[config.mk]
export PLATFORM = sky130hd
export DESIGN_NAME = drfs_seq
export DESIGN_NICKNAME = d
export VERILOG_FILES = /design/src/rtl/drfs_pkg.sv /design/src/rtl/drfs_tally.sv /design/src/rtl/drfs_pacer.sv /design/src/rtl/drfs_strobe.sv /design/src/rtl/drfs_seq.sv
export SDC_FILE = /design/constraint.sdc
export NUM_CORES = 1
export LEC_CHECK = 0
export ABC_AREA = 1
export BUFFER_PORTS_ARGS = -buffer_cell sky130_fd_sc_hd__buf_2
export CAP_MARGIN = 20
export CORE_MARGIN = 4
export CORE_UTILIZATION = 69
export CTS_CLUSTER_SIZE = 24
export DETAILED_ROUTE_END_ITERATION = 6
export GPL_TIMING_DRIVEN = 0
export HOLD_SLACK_MARGIN = 0.12
export PLACE_DENSITY = 0.87
export SLEW_MARGIN = 20
export SYNTH_ARGS = -nofsm -noshare
export SYNTH_HDL_FRONTEND = slang
export SYNTH_HIERARCHICAL = 1
export SYNTH_SLANG_ARGS = --single-unit
[constraint.sdc]
create_clock -name clk -period 3.7 [get_ports clk]
set_input_delay 0.185 -clock clk [delete_from_list [all_inputs] [get_ports clk]]
set_output_delay 0.185 -clock clk [all_outputs]
set_load 0.01 [all_outputs]
[src/rtl/drfs_pkg.sv]
package drfs_pkg;

   typedef enum logic [2:0] {
      SQ_PAUSE,
      SQ_INIT,
      SQ_RUN,
      SQ_SELF,
      SQ_BURST
   } sq_state_t;

   typedef enum logic [1:0] {
      EN_IDLE,
      EN_SETUP,
      EN_LOW,
      EN_PRE
   } en_state_t;

endpackage

[src/rtl/drfs_tally.sv]
module drfs_tally #(
   parameter int LIMIT = 8
) (
   input  logic clk,
   input  logic rst_n,
   input  logic clr,
   input  logic inc,
   output logic last,
   output logic full
);
   localparam int W = $clog2(LIMIT + 1);

   logic [W-1:0] cnt;

   always_ff @(posedge clk or negedge rst_n) begin
      if (!rst_n) begin
         cnt <= '0;
      end else if (clr) begin
         cnt <= '0;
      end else if (inc && cnt != W'(LIMIT)) begin
         cnt <= cnt + 1'b1;
      end
   end

   assign last = inc && (cnt == W'(LIMIT - 1));
   assign full = (cnt == W'(LIMIT));

endmodule

[src/rtl/drfs_pacer.sv]
module drfs_pacer #(
   parameter int NORM_IV  = 1562,
   parameter int SLOW_IV  = 3125,
   parameter int MAX_PEND = 8
) (
   input  logic clk,
   input  logic rst_n,
   input  logic en,
   input  logic slow,
   input  logic take,
   output logic pending
);
   localparam int MAXIV = (NORM_IV > SLOW_IV) ? NORM_IV : SLOW_IV;
   localparam int CW    = $clog2(MAXIV + 1);
   localparam int PW    = $clog2(MAX_PEND + 1);

   logic [CW-1:0] cnt;
   logic [CW-1:0] lim;
   logic [PW-1:0] pend;
   logic          tick;
   logic          up;
   logic          dn;

   assign lim  = slow ? CW'(SLOW_IV - 1) : CW'(NORM_IV - 1);
   assign tick = en && (cnt >= lim);
   assign up   = tick && (pend != PW'(MAX_PEND));
   assign dn   = take && (pend != '0);

   always_ff @(posedge clk or negedge rst_n) begin
      if (!rst_n) begin
         cnt <= '0;
      end else if (!en || tick) begin
         cnt <= '0;
      end else begin
         cnt <= cnt + 1'b1;
      end
   end

   always_ff @(posedge clk or negedge rst_n) begin
      if (!rst_n) begin
         pend <= '0;
      end else if (!en) begin
         pend <= '0;
      end else begin
         case ({up, dn})
            2'b10:   pend <= pend + 1'b1;
            2'b01:   pend <= pend - 1'b1;
            default: pend <= pend;
         endcase
      end
   end

   assign pending = (pend != '0);

   // a refresh is only taken when one is waiting
   assert_take_backed_R5: assert property (@(posedge clk) disable iff (!rst_n)
      take |-> pend != '0);

   // stored demands drain one per issued refresh
   assert_drain_one_R5: assert property (@(posedge clk) disable iff (!rst_n)
      (en && $past(en) && pend < $past(pend)) |-> pend == $past(pend) - 1'b1);

endmodule

[src/rtl/drfs_strobe.sv]
module drfs_strobe
   import drfs_pkg::*;
#(
   parameter int CSR_CYC     = 1,
   parameter int RAS_LOW_CYC = 5,
   parameter int RP_CYC      = 4,
   parameter int RPS_CYC     = 9
) (
   input  logic clk,
   input  logic rst_n,
   input  logic start,
   input  logic start_long,
   input  logic hold,
   output logic ras_n,
   output logic cas_n,
   output logic busy,
   output logic done
);
   localparam int M1   = (CSR_CYC > RAS_LOW_CYC) ? CSR_CYC : RAS_LOW_CYC;
   localparam int M2   = (RP_CYC > RPS_CYC) ? RP_CYC : RPS_CYC;
   localparam int MAXC = (M1 > M2) ? M1 : M2;
   localparam int CW   = $clog2(MAXC + 1);

   en_state_t     st;
   logic [CW-1:0] cnt;
   logic          long_q;
   logic [CW-1:0] pre_last;

   assign pre_last = long_q ? CW'(RPS_CYC - 1) : CW'(RP_CYC - 1);
   assign done     = (st == EN_PRE) && (cnt == pre_last);

   always_ff @(posedge clk or negedge rst_n) begin
      if (!rst_n) begin
         st     <= EN_IDLE;
         cnt    <= '0;
         long_q <= 1'b0;
      end else begin
         case (st)
            EN_IDLE: begin
               if (start) begin
                  st     <= EN_SETUP;
                  cnt    <= '0;
                  long_q <= start_long;
               end
            end
            EN_SETUP: begin
               if (cnt == CW'(CSR_CYC - 1)) begin
                  st  <= EN_LOW;
                  cnt <= '0;
               end else begin
                  cnt <= cnt + 1'b1;
               end
            end
            EN_LOW: begin
               if (cnt >= CW'(RAS_LOW_CYC - 1)) begin
                  if (!hold) begin
                     st  <= EN_PRE;
                     cnt <= '0;
                  end
               end else begin
                  cnt <= cnt + 1'b1;
               end
            end
            default: begin
               if (done) begin
                  st  <= EN_IDLE;
                  cnt <= '0;
               end else begin
                  cnt <= cnt + 1'b1;
               end
            end
         endcase
      end
   end

   assign ras_n = (st != EN_LOW);
   assign cas_n = !((st == EN_SETUP) || (st == EN_LOW));
   assign busy  = (st != EN_IDLE);

   // RAS only falls after CAS was already low
   assert_cas_first_R3: assert property (@(posedge clk) disable iff (!rst_n)
      $fell(ras_n) |-> $past(cas_n) == 1'b0);

   // CAS stays low for the whole RAS-low time
   assert_cas_held_R3: assert property (@(posedge clk) disable iff (!rst_n)
      !ras_n |-> !cas_n);

endmodule

[src/rtl/drfs_seq.sv]
module drfs_seq
   import drfs_pkg::*;
#(
   parameter int CLK_NS        = 10,
   parameter int PAUSE_CYC     = 20000,
   parameter int INIT_CYCLES   = 8,
   parameter int ROWS          = 4096,
   parameter int RETENTION_CYC = 6400000,
   parameter bit LONG_RET      = 1'b0,
   parameter int BATT_INTERVAL = 3125,
   parameter int CSR_CYC       = 1,
   parameter int CHR_CYC       = 1,
   parameter int RAS_LOW_CYC   = 5,
   parameter int RP_CYC        = 4,
   parameter int SELF_MIN      = 10000,
   parameter int RPS_CYC       = 9,
   parameter int MAX_PEND      = 8,
   parameter int NCAS          = 2
) (
   input  logic            clk,
   input  logic            rst_n,
   input  logic            ref_gnt,
   input  logic            lp_req,
   input  logic            slow_pace,
   output logic            ref_req,
   output logic            ready,
   output logic            strobe_en,
   output logic            ras_n,
   output logic [NCAS-1:0] cas_n,
   output logic            we_n
);
   localparam int RET_EFF = LONG_RET ? (2 * RETENTION_CYC) : RETENTION_CYC;
   localparam int NORM_IV = RET_EFF / ROWS;

   if (RAS_LOW_CYC < CHR_CYC) begin : g_bad_chr
      $error("RAS low time shorter than CAS hold after RAS");
   end
   if (RAS_LOW_CYC * CLK_NS >= 300) begin : g_bad_batt
      $error("RAS low time must stay under 300 ns");
   end
   if (CSR_CYC * CLK_NS < 5 || CSR_CYC < 1) begin : g_bad_csr
      $error("CAS setup before RAS too short");
   end
   if (RPS_CYC * CLK_NS < 90) begin : g_bad_rps
      $error("self-refresh exit precharge too short");
   end
   if (INIT_CYCLES < 1 || MAX_PEND < 1 || NORM_IV < 2 || NCAS < 1) begin : g_bad_cfg
      $error("invalid sequencer configuration");
   end

   sq_state_t st;
   logic eng_busy, eng_done, eng_ras_n, eng_cas_n;
   logic eng_start, eng_hold, go_self, go_norm, go_fill, can_go;
   logic pending;
   logic pause_last, pause_full;
   logic init_last, init_full;
   logic burst_last, burst_full;
   logic self_last, self_full;

   assign can_go    = !eng_busy && ref_gnt;
   assign go_self   = (st == SQ_RUN) && can_go && lp_req;
   assign go_norm   = (st == SQ_RUN) && can_go && !lp_req && pending;
   assign go_fill   = ((st == SQ_INIT) || (st == SQ_BURST)) && can_go;
   assign eng_start = go_self || go_norm || go_fill;
   assign eng_hold  = (st == SQ_SELF) && !(self_full && !lp_req);

   drfs_tally #(.LIMIT(PAUSE_CYC)) u_pause (
      .clk(clk), .rst_n(rst_n), .clr(1'b0), .inc(st == SQ_PAUSE),
      .last(pause_last), .full(pause_full));

   drfs_tally #(.LIMIT(INIT_CYCLES)) u_init (
      .clk(clk), .rst_n(rst_n), .clr(st != SQ_INIT),
      .inc((st == SQ_INIT) && eng_done),
      .last(init_last), .full(init_full));

   drfs_tally #(.LIMIT(ROWS)) u_burst (
      .clk(clk), .rst_n(rst_n), .clr(st != SQ_BURST),
      .inc((st == SQ_BURST) && eng_done),
      .last(burst_last), .full(burst_full));

   drfs_tally #(.LIMIT(SELF_MIN)) u_selfmin (
      .clk(clk), .rst_n(rst_n), .clr(st != SQ_SELF),
      .inc((st == SQ_SELF) && !eng_ras_n),
      .last(self_last), .full(self_full));

   drfs_pacer #(.NORM_IV(NORM_IV), .SLOW_IV(BATT_INTERVAL), .MAX_PEND(MAX_PEND)) u_pacer (
      .clk(clk), .rst_n(rst_n), .en(st == SQ_RUN), .slow(slow_pace),
      .take(go_norm), .pending(pending));

   drfs_strobe #(.CSR_CYC(CSR_CYC), .RAS_LOW_CYC(RAS_LOW_CYC),
                 .RP_CYC(RP_CYC), .RPS_CYC(RPS_CYC)) u_strobe (
      .clk(clk), .rst_n(rst_n), .start(eng_start), .start_long(go_self),
      .hold(eng_hold), .ras_n(eng_ras_n), .cas_n(eng_cas_n),
      .busy(eng_busy), .done(eng_done));

   always_ff @(posedge clk or negedge rst_n) begin
      if (!rst_n) begin
         st <= SQ_PAUSE;
      end else begin
         case (st)
            SQ_PAUSE: if (pause_last) st <= SQ_INIT;
            SQ_INIT:  if (init_last)  st <= SQ_RUN;
            SQ_RUN:   if (go_self)    st <= SQ_SELF;
            SQ_SELF:  if (eng_done)   st <= SQ_BURST;
            SQ_BURST: if (burst_last) st <= SQ_RUN;
            default:  st <= SQ_PAUSE;
         endcase
      end
   end

   assign ref_req   = (st == SQ_INIT) || (st == SQ_SELF) || (st == SQ_BURST) ||
                      ((st == SQ_RUN) && (pending || lp_req)) || eng_busy;
   assign ready     = (st == SQ_RUN);
   assign strobe_en = eng_busy;
   assign ras_n     = eng_ras_n;
   assign we_n      = 1'b1;

   for (genvar i = 0; i < NCAS; i++) begin : g_cas
      assign cas_n[i] = eng_cas_n;
   end

   // a refresh cycle only begins under a grant
   assert_start_granted_R6: assert property (@(posedge clk) disable iff (!rst_n)
      $rose(eng_busy) |-> $past(ref_gnt));

   // self-refresh is not left before its minimum time
   assert_self_min_R7: assert property (@(posedge clk) disable iff (!rst_n)
      ((st == SQ_SELF) && $rose(ras_n)) |-> self_full);

   // normal access resumes only from init or post-exit burst
   assert_ready_source_R9: assert property (@(posedge clk) disable iff (!rst_n)
      $rose(ready) |-> ($past(st) == SQ_INIT || $past(st) == SQ_BURST));

   // strobes are idle when access is handed back
   assert_ready_idle_R2: assert property (@(posedge clk) disable iff (!rst_n)
      $rose(ready) |-> (ras_n && cas_n == '1));

   // no request during the power-up pause
   assert_pause_quiet_R1: assert property (@(posedge clk) disable iff (!rst_n)
      (st == SQ_PAUSE) |-> (!ref_req && ras_n));

endmodule

=== Word level (Yosys, flattened, before mapping) ===
Cells that the tools add are included.

* Add/subtract/negate cells: 8
* Multipliers: 0
* Equal/unequal tests: 34
* Bitwise logic cells: 0
* Div/mod/pow operators: 0
* Muxes and demuxes: 29
* Order comparisons: 2
* Reduce and logical (&&, ||, !) cells: 52
* Shift operators: 0

{| class="wikitable"
|+ Operators by type and width
! operator !! number
|-
| $mux W4 || 9
|-
| $mux W14 || 2
|-
| $mux W13 || 2
|-
| $mux W12 || 2
|-
| $logic_and A1 B1 Y1 || 23
|-
| $ne A2 B2 Y1 const B || 8
|-
| $add A15 B1 Y15 const B || 1
|-
| $eq A15 B15 Y1 const B || 1
|-
| $mux W3 || 5
|-
| $ne A15 B15 Y1 const B || 1
|-
| $pmux W3 S5 || 1
|-
| $add A14 B1 Y14 const B || 1
|-
| $eq A14 B14 Y1 const B || 1
|-
| $ne A14 B14 Y1 const B || 1
|-
| $add A13 B1 Y13 const B || 1
|-
| $eq A13 B12 Y1 const B || 1
|-
| $ne A13 B13 Y1 const B || 1
|-
| $add A12 B1 Y12 const B || 1
|-
| $add A4 B1 Y4 const B || 3
|-
| $ge A12 B12 Y1 || 1
|-
| $pmux W4 S3 || 1
|-
| $logic_or A1 B1 Y1 || 10
|-
| $mux W2 || 5
|-
| $reduce_and A5 Y1 || 2
|-
| 23 further kinds || 41
|}

* Bits in latches: 0
* RAM bits: 0
* Logic and storage cells: 135
* Output and inout port bits: 7
* Register bits: 72
* ROM bits: 0
* Memories kept: 0

=== Longest topological paths before layout ===
* Depth in word-level cells: 10
* Gate-level depth with buffers: 19
* Depth with buffers taken out: 19

=== By module ===
Netlist, hierarchy kept.

{| class="wikitable"
|+ By module, submodules not included
! module !! cells each !! sequential area each (sq um) !! times used !! area an instance (sq um)
|-
| drfs_pacer || 141 || 400.4 || 1 || 1108.6
|-
| drfs_tally at u_pause || 162 || 375.4 || 1 || 1084.8
|-
| drfs_tally at u_burst || 151 || 325.3 || 1 || 965.9
|-
| drfs_tally at u_selfmin || 141 || 350.3 || 1 || 955.9
|-
| drfs_strobe || 82 || 175.2 || 1 || 559.3
|-
| drfs_seq || 59 || 75.1 || 1 || 365.4
|-
| drfs_tally at u_init || 32 || 100.1 || 1 || 237.7
|}

=== Worst setup path after synthesis ===
No wires, ideal clock.

* Path kind: reg2reg
* Start: reg st[0] (netlist name)
* End: reg u_pacer.pend[3]
* Stages on the path, launching flop included: 17
* Library setup time: 117 ps
* Path buffers: 0
* Data arrival time: 2226 ps
* Slack: 1357 ps
* Required time: 3583 ps
* Cell sequence: dfrtp_1 nor2_2 inv_2 nor2_8 inv_1 a31oi_4 nand2_2 nand2_4 inv_1 ha_1 a21oi_1 nand2_1 xor2_1 nand3b_1 nand2_1 nand2_1 nand2_1

{| class="wikitable"
|+ RTL lines
! item !! line !! text
|-
| to (signal assigned) || drfs_pacer.sv:46 || <nowiki>2'b10: pend <= pend + 1'b1;</nowiki>
|-
| to (signal assigned) || drfs_pacer.sv:47 || <nowiki>2'b01: pend <= pend - 1'b1;</nowiki>
|-
| to (signal assigned) || drfs_pacer.sv:48 || <nowiki>default: pend <= pend;</nowiki>
|-
| to (decl) || drfs_pacer.sv:19 || <nowiki>logic [PW-1:0] pend;</nowiki>
|}

=== Worst setup path in the final report ===
* Start: reg u_strobe.st[1]
* End: reg u_pacer.pend[3]

* Cells in the longest elaborated chain, start to end: 10
* Elaborated cells between the ends (all ways): 12

{| class="wikitable"
|+ Ends and longest elaborated chain
! item !! line !! text
|-
| from (decl) || drfs_strobe.sv:24 || <nowiki>en_state_t st;</nowiki>
|-
| from (signal assigned) || drfs_strobe.sv:34 || <nowiki>st <= EN_IDLE;</nowiki>
|-
| from (signal assigned) || drfs_strobe.sv:41 || <nowiki>st <= EN_SETUP;</nowiki>
|-
| from (signal assigned) || drfs_strobe.sv:48 || <nowiki>st <= EN_LOW;</nowiki>
|-
| $reduce_bool A2 Y1 (*) || drfs_strobe.sv:78 || <nowiki>assign busy = (st != EN_IDLE);</nowiki>
|-
| $logic_not A1 Y1 (*) || drfs_seq.sv:60 || <nowiki>assign can_go = !eng_busy && ref_gnt;</nowiki>
|-
| $logic_and A1 B1 Y1 (*) || drfs_seq.sv:60 ||
|-
| $logic_and A1 B1 Y1 (*) (3 in a row) || drfs_seq.sv:62 || <nowiki>assign go_norm = (st == SQ_RUN) && can_go && !lp_req && pending;</nowiki>
|-
| net go_norm || drfs_seq.sv:53 || <nowiki>logic eng_start, eng_hold, go_self, go_norm, go_fill, can_go;</nowiki>
|-
| $logic_and A1 B1 Y1 (*) || drfs_pacer.sv:27 || <nowiki>assign dn = take && (pend != '0);</nowiki>
|-
| $eq A2 B1 Y1 or $eq A2 B2 Y1 (tied branches) || drfs_pacer.sv:45 || <nowiki>case ({up, dn})</nowiki>
|-
| $pmux W4 S2 || drfs_pacer.sv:45 ||
|-
| $mux W4 || drfs_pacer.sv:42 || <nowiki>end else if (!en) begin</nowiki>
|}

Mark *: on every way through the listed nets, which the timed path passes. The rest lies on a longest branch.
A chain may end at the register's enable or synchronous reset.

==> metrics <==
Worst slew margin=66.00%; DP Wirelength=8.214 mm; PD cells=351.3 mW/mm^2; Mapped Area=0.005235 mm^2; Post-Place Cells=871; Final Util=77.15%; Final GP Congestion=0.8767; Comb power frac=23.8%; Net Sw Frac=32.15%; Final Net Count=813; Final Hold Vio Count=0; Initial Util=71.41%; setup TNS after final layout=0 ps; VDD IR max=0.5363 mV; final std cells w/o fill=888; endpoint class of the critical path=register; Post-Route WL=11.19 mm; Period Utilization, post-route=74.32%; worst hold path stage count=5; FF-to-FF End=u_pacer/pend[3]; r2r setup slk=950 ps; hold crit path type=primary input to register; unrepaired setup endpoints after global routing=false; Crit Path Max Fanout=7; Leak Pwr=2.860 nW; area of the multi-input gates=0.002940 mm^2; total die area=0.009045 mm^2; Power, Total=0.001987 W; placed cell area=0.005439 mm^2; Internal=0.001348 W; Max Cap Viol=0; most frequent cells in the layout=230 x nand2_1, 95 x inv_1, 89 x nor2_1; routed via count=4779; CTS sink count=72; CP cell instances=inv_1 -> ha_1 -> inv_1 -> inv_1 -> nand3_1 -> nor2_1 -> nand2_1 -> inv_1 -> nand2_4 -> inv_1 -> ha_1 -> a21oi_1 -> nand2_1 -> xor2_1 -> nand3b_1 -> nand2_1 -> nand2_1 -> nand2_1; Syn-to-layout area delta=8.031%; First DRT Iteration DRCs=194; Clock power frac=32.8%; GR Util All Layers=27.18%; Clock Latency Late Sink=350 ps; initial antenna violation count=0; I/O Buffers=10; Worst path max stage delay=420 ps; largest net degree at the start of global routing=43; leading cell type in the layout, fill and taps excluded=nand2_1; R2R depth=18; status=completed; die span in y=95.11 um; # rows=31; Antenna Nets Post-Route=0; total CTS buffers=9; CP Data Arrival Time=2990 ps; Final Max Tran Viols=0; minimum clock period=2750 ps; DR pass1 iterations=5; P_sw=0.0006387 W; core area=0.007331 mm^2; GRT overflow=0; chip width=95.11 um; Critical Path Start Type=register; hold_sp=ref_gnt; global-route wire length before repair=19.92 mm; synthesized instance count=759; worst hold endpoint=u_strobe/long_q; CP max stage cell=dfrtp_1; Fillers=588; R2R Path Start=u_strobe/st[1]; crit path buf inv count=5; Worst Path Class, Setup=register to register; yosys warns=6; register area=0.001802 mm^2; Clock Skew=11.32 ps; share of cells above drive strength 1=11.41%; TritonCTS clock tree=done; DRC=0; clock transition at the registers of the reported paths=70 ps; Final setup viols=0; setup repair bufs after CTS=0; Slew @ Worst Pin=510.0 ps; synthesized area per cell=6.897 um^2; H-tree Lvls=3; WP data required=3940 ps; share of power burned in registers=43.4%; CTS Buffer Depth=2; vias in the first global route=4666; Ant. Diodes=0; cell family with most CP delay=simple AND/OR/NAND/NOR gates; final instance area=0.005655 mm^2; I/O pin total=12; clk root buf=clkbuf_8; wire per inst=12.60 um; f_max=363.7 MHz; Vias/cell=5.382
## routing by layer
layer,GRT usage [%],vias to the layer above,wire length (um)
met4,9.495,0,138
met5,0,-,0
li1,-,2456,-
met2,48.28,84,5668
met1,34.15,2227,5048
met3,2.999,12,336
## worst max path at each step
stage	start	to	slack, ps	cells after the start
floorplan	st[0]	u_pacer/pend[3]	1360	16
global placement	st[2]	u_pacer/pend[3]	1190	16
detailed placement	u_strobe/st[0]	u_pacer/pend[3]	1010	18
CTS	u_strobe/st[0]	u_pacer/pend[3]	960	18
global route	u_strobe/st[1]	u_pacer/pend[3]	670	18
finish	u_strobe/st[1]	u_pacer/pend[3]	950	18
## sequential cells by signal, summed over array words and instances, names as in the netlist
signal	count
u_pacer/pend	4
st	3
u_pacer/cnt	12
u_burst/cnt	13
u_strobe/st	2
u_selfmin/cnt	14
u_strobe/long_q	1
u_pause/cnt	15
u_strobe/cnt	4
u_init/cnt	4
## through the flow
stage	hold slack [ps]	setup slack, ps
after global routing	316.7	666.7
final	283.7	950.2
after detailed placement	148.1	1009
after CTS	271.3	962.9
after global placement	499.3	1187
after floorplan	-110.6	1357
## worst reg2reg max path: stages (launching register included)
cell and delay (ps):
dfrtp_1 420, inv_1 100, ha_1 220, inv_1 100, inv_1 110, nand3_1 110, nor2_1 110, nand2_1 100
inv_1 130, nand2_4 90, inv_1 120, ha_1 280, a21oi_1 160, nand2_1 80, xor2_1 190, nand3b_1 140
nand2_1 70, nand2_1 70, nand2_1 50
## final cells by class
class / count / share of cell area [%]
clock inverters: 5 / 0.9735
multi-input cells: 568 / 51.99
inverters: 105 / 6.969
clock buffers: 11 / 2.677
plain buffers: 16 / 1.881
well taps: 99 / 2.190
flip-flops and latches: 72 / 31.86
repair buffers: 12 / 1.460
## what timing repair did
| item | CTS | global route |
|---|---|---|
| hold endpoints to repair | 30 | 0 |
| hold buffers | 1 | 0 |
| resized for setup | 0 | 0 |
## power groups by stage
stage / Combinational, W / Sequential, W / Clock, W
after detailed placement: 0.000471 / 0.000877 / 0
after CTS: 0.000478 / 0.000861 / 0.000662
after global routing: 0.000541 / 0.000867 / 0.000700
after floorplan: 0.000351 / 0.000868 / 0
final: 0.000472 / 0.000862 / 0.000652
after global placement: 0.000442 / 0.000874 / 0
Note: power is estimated with default switching activity, not from simulation.
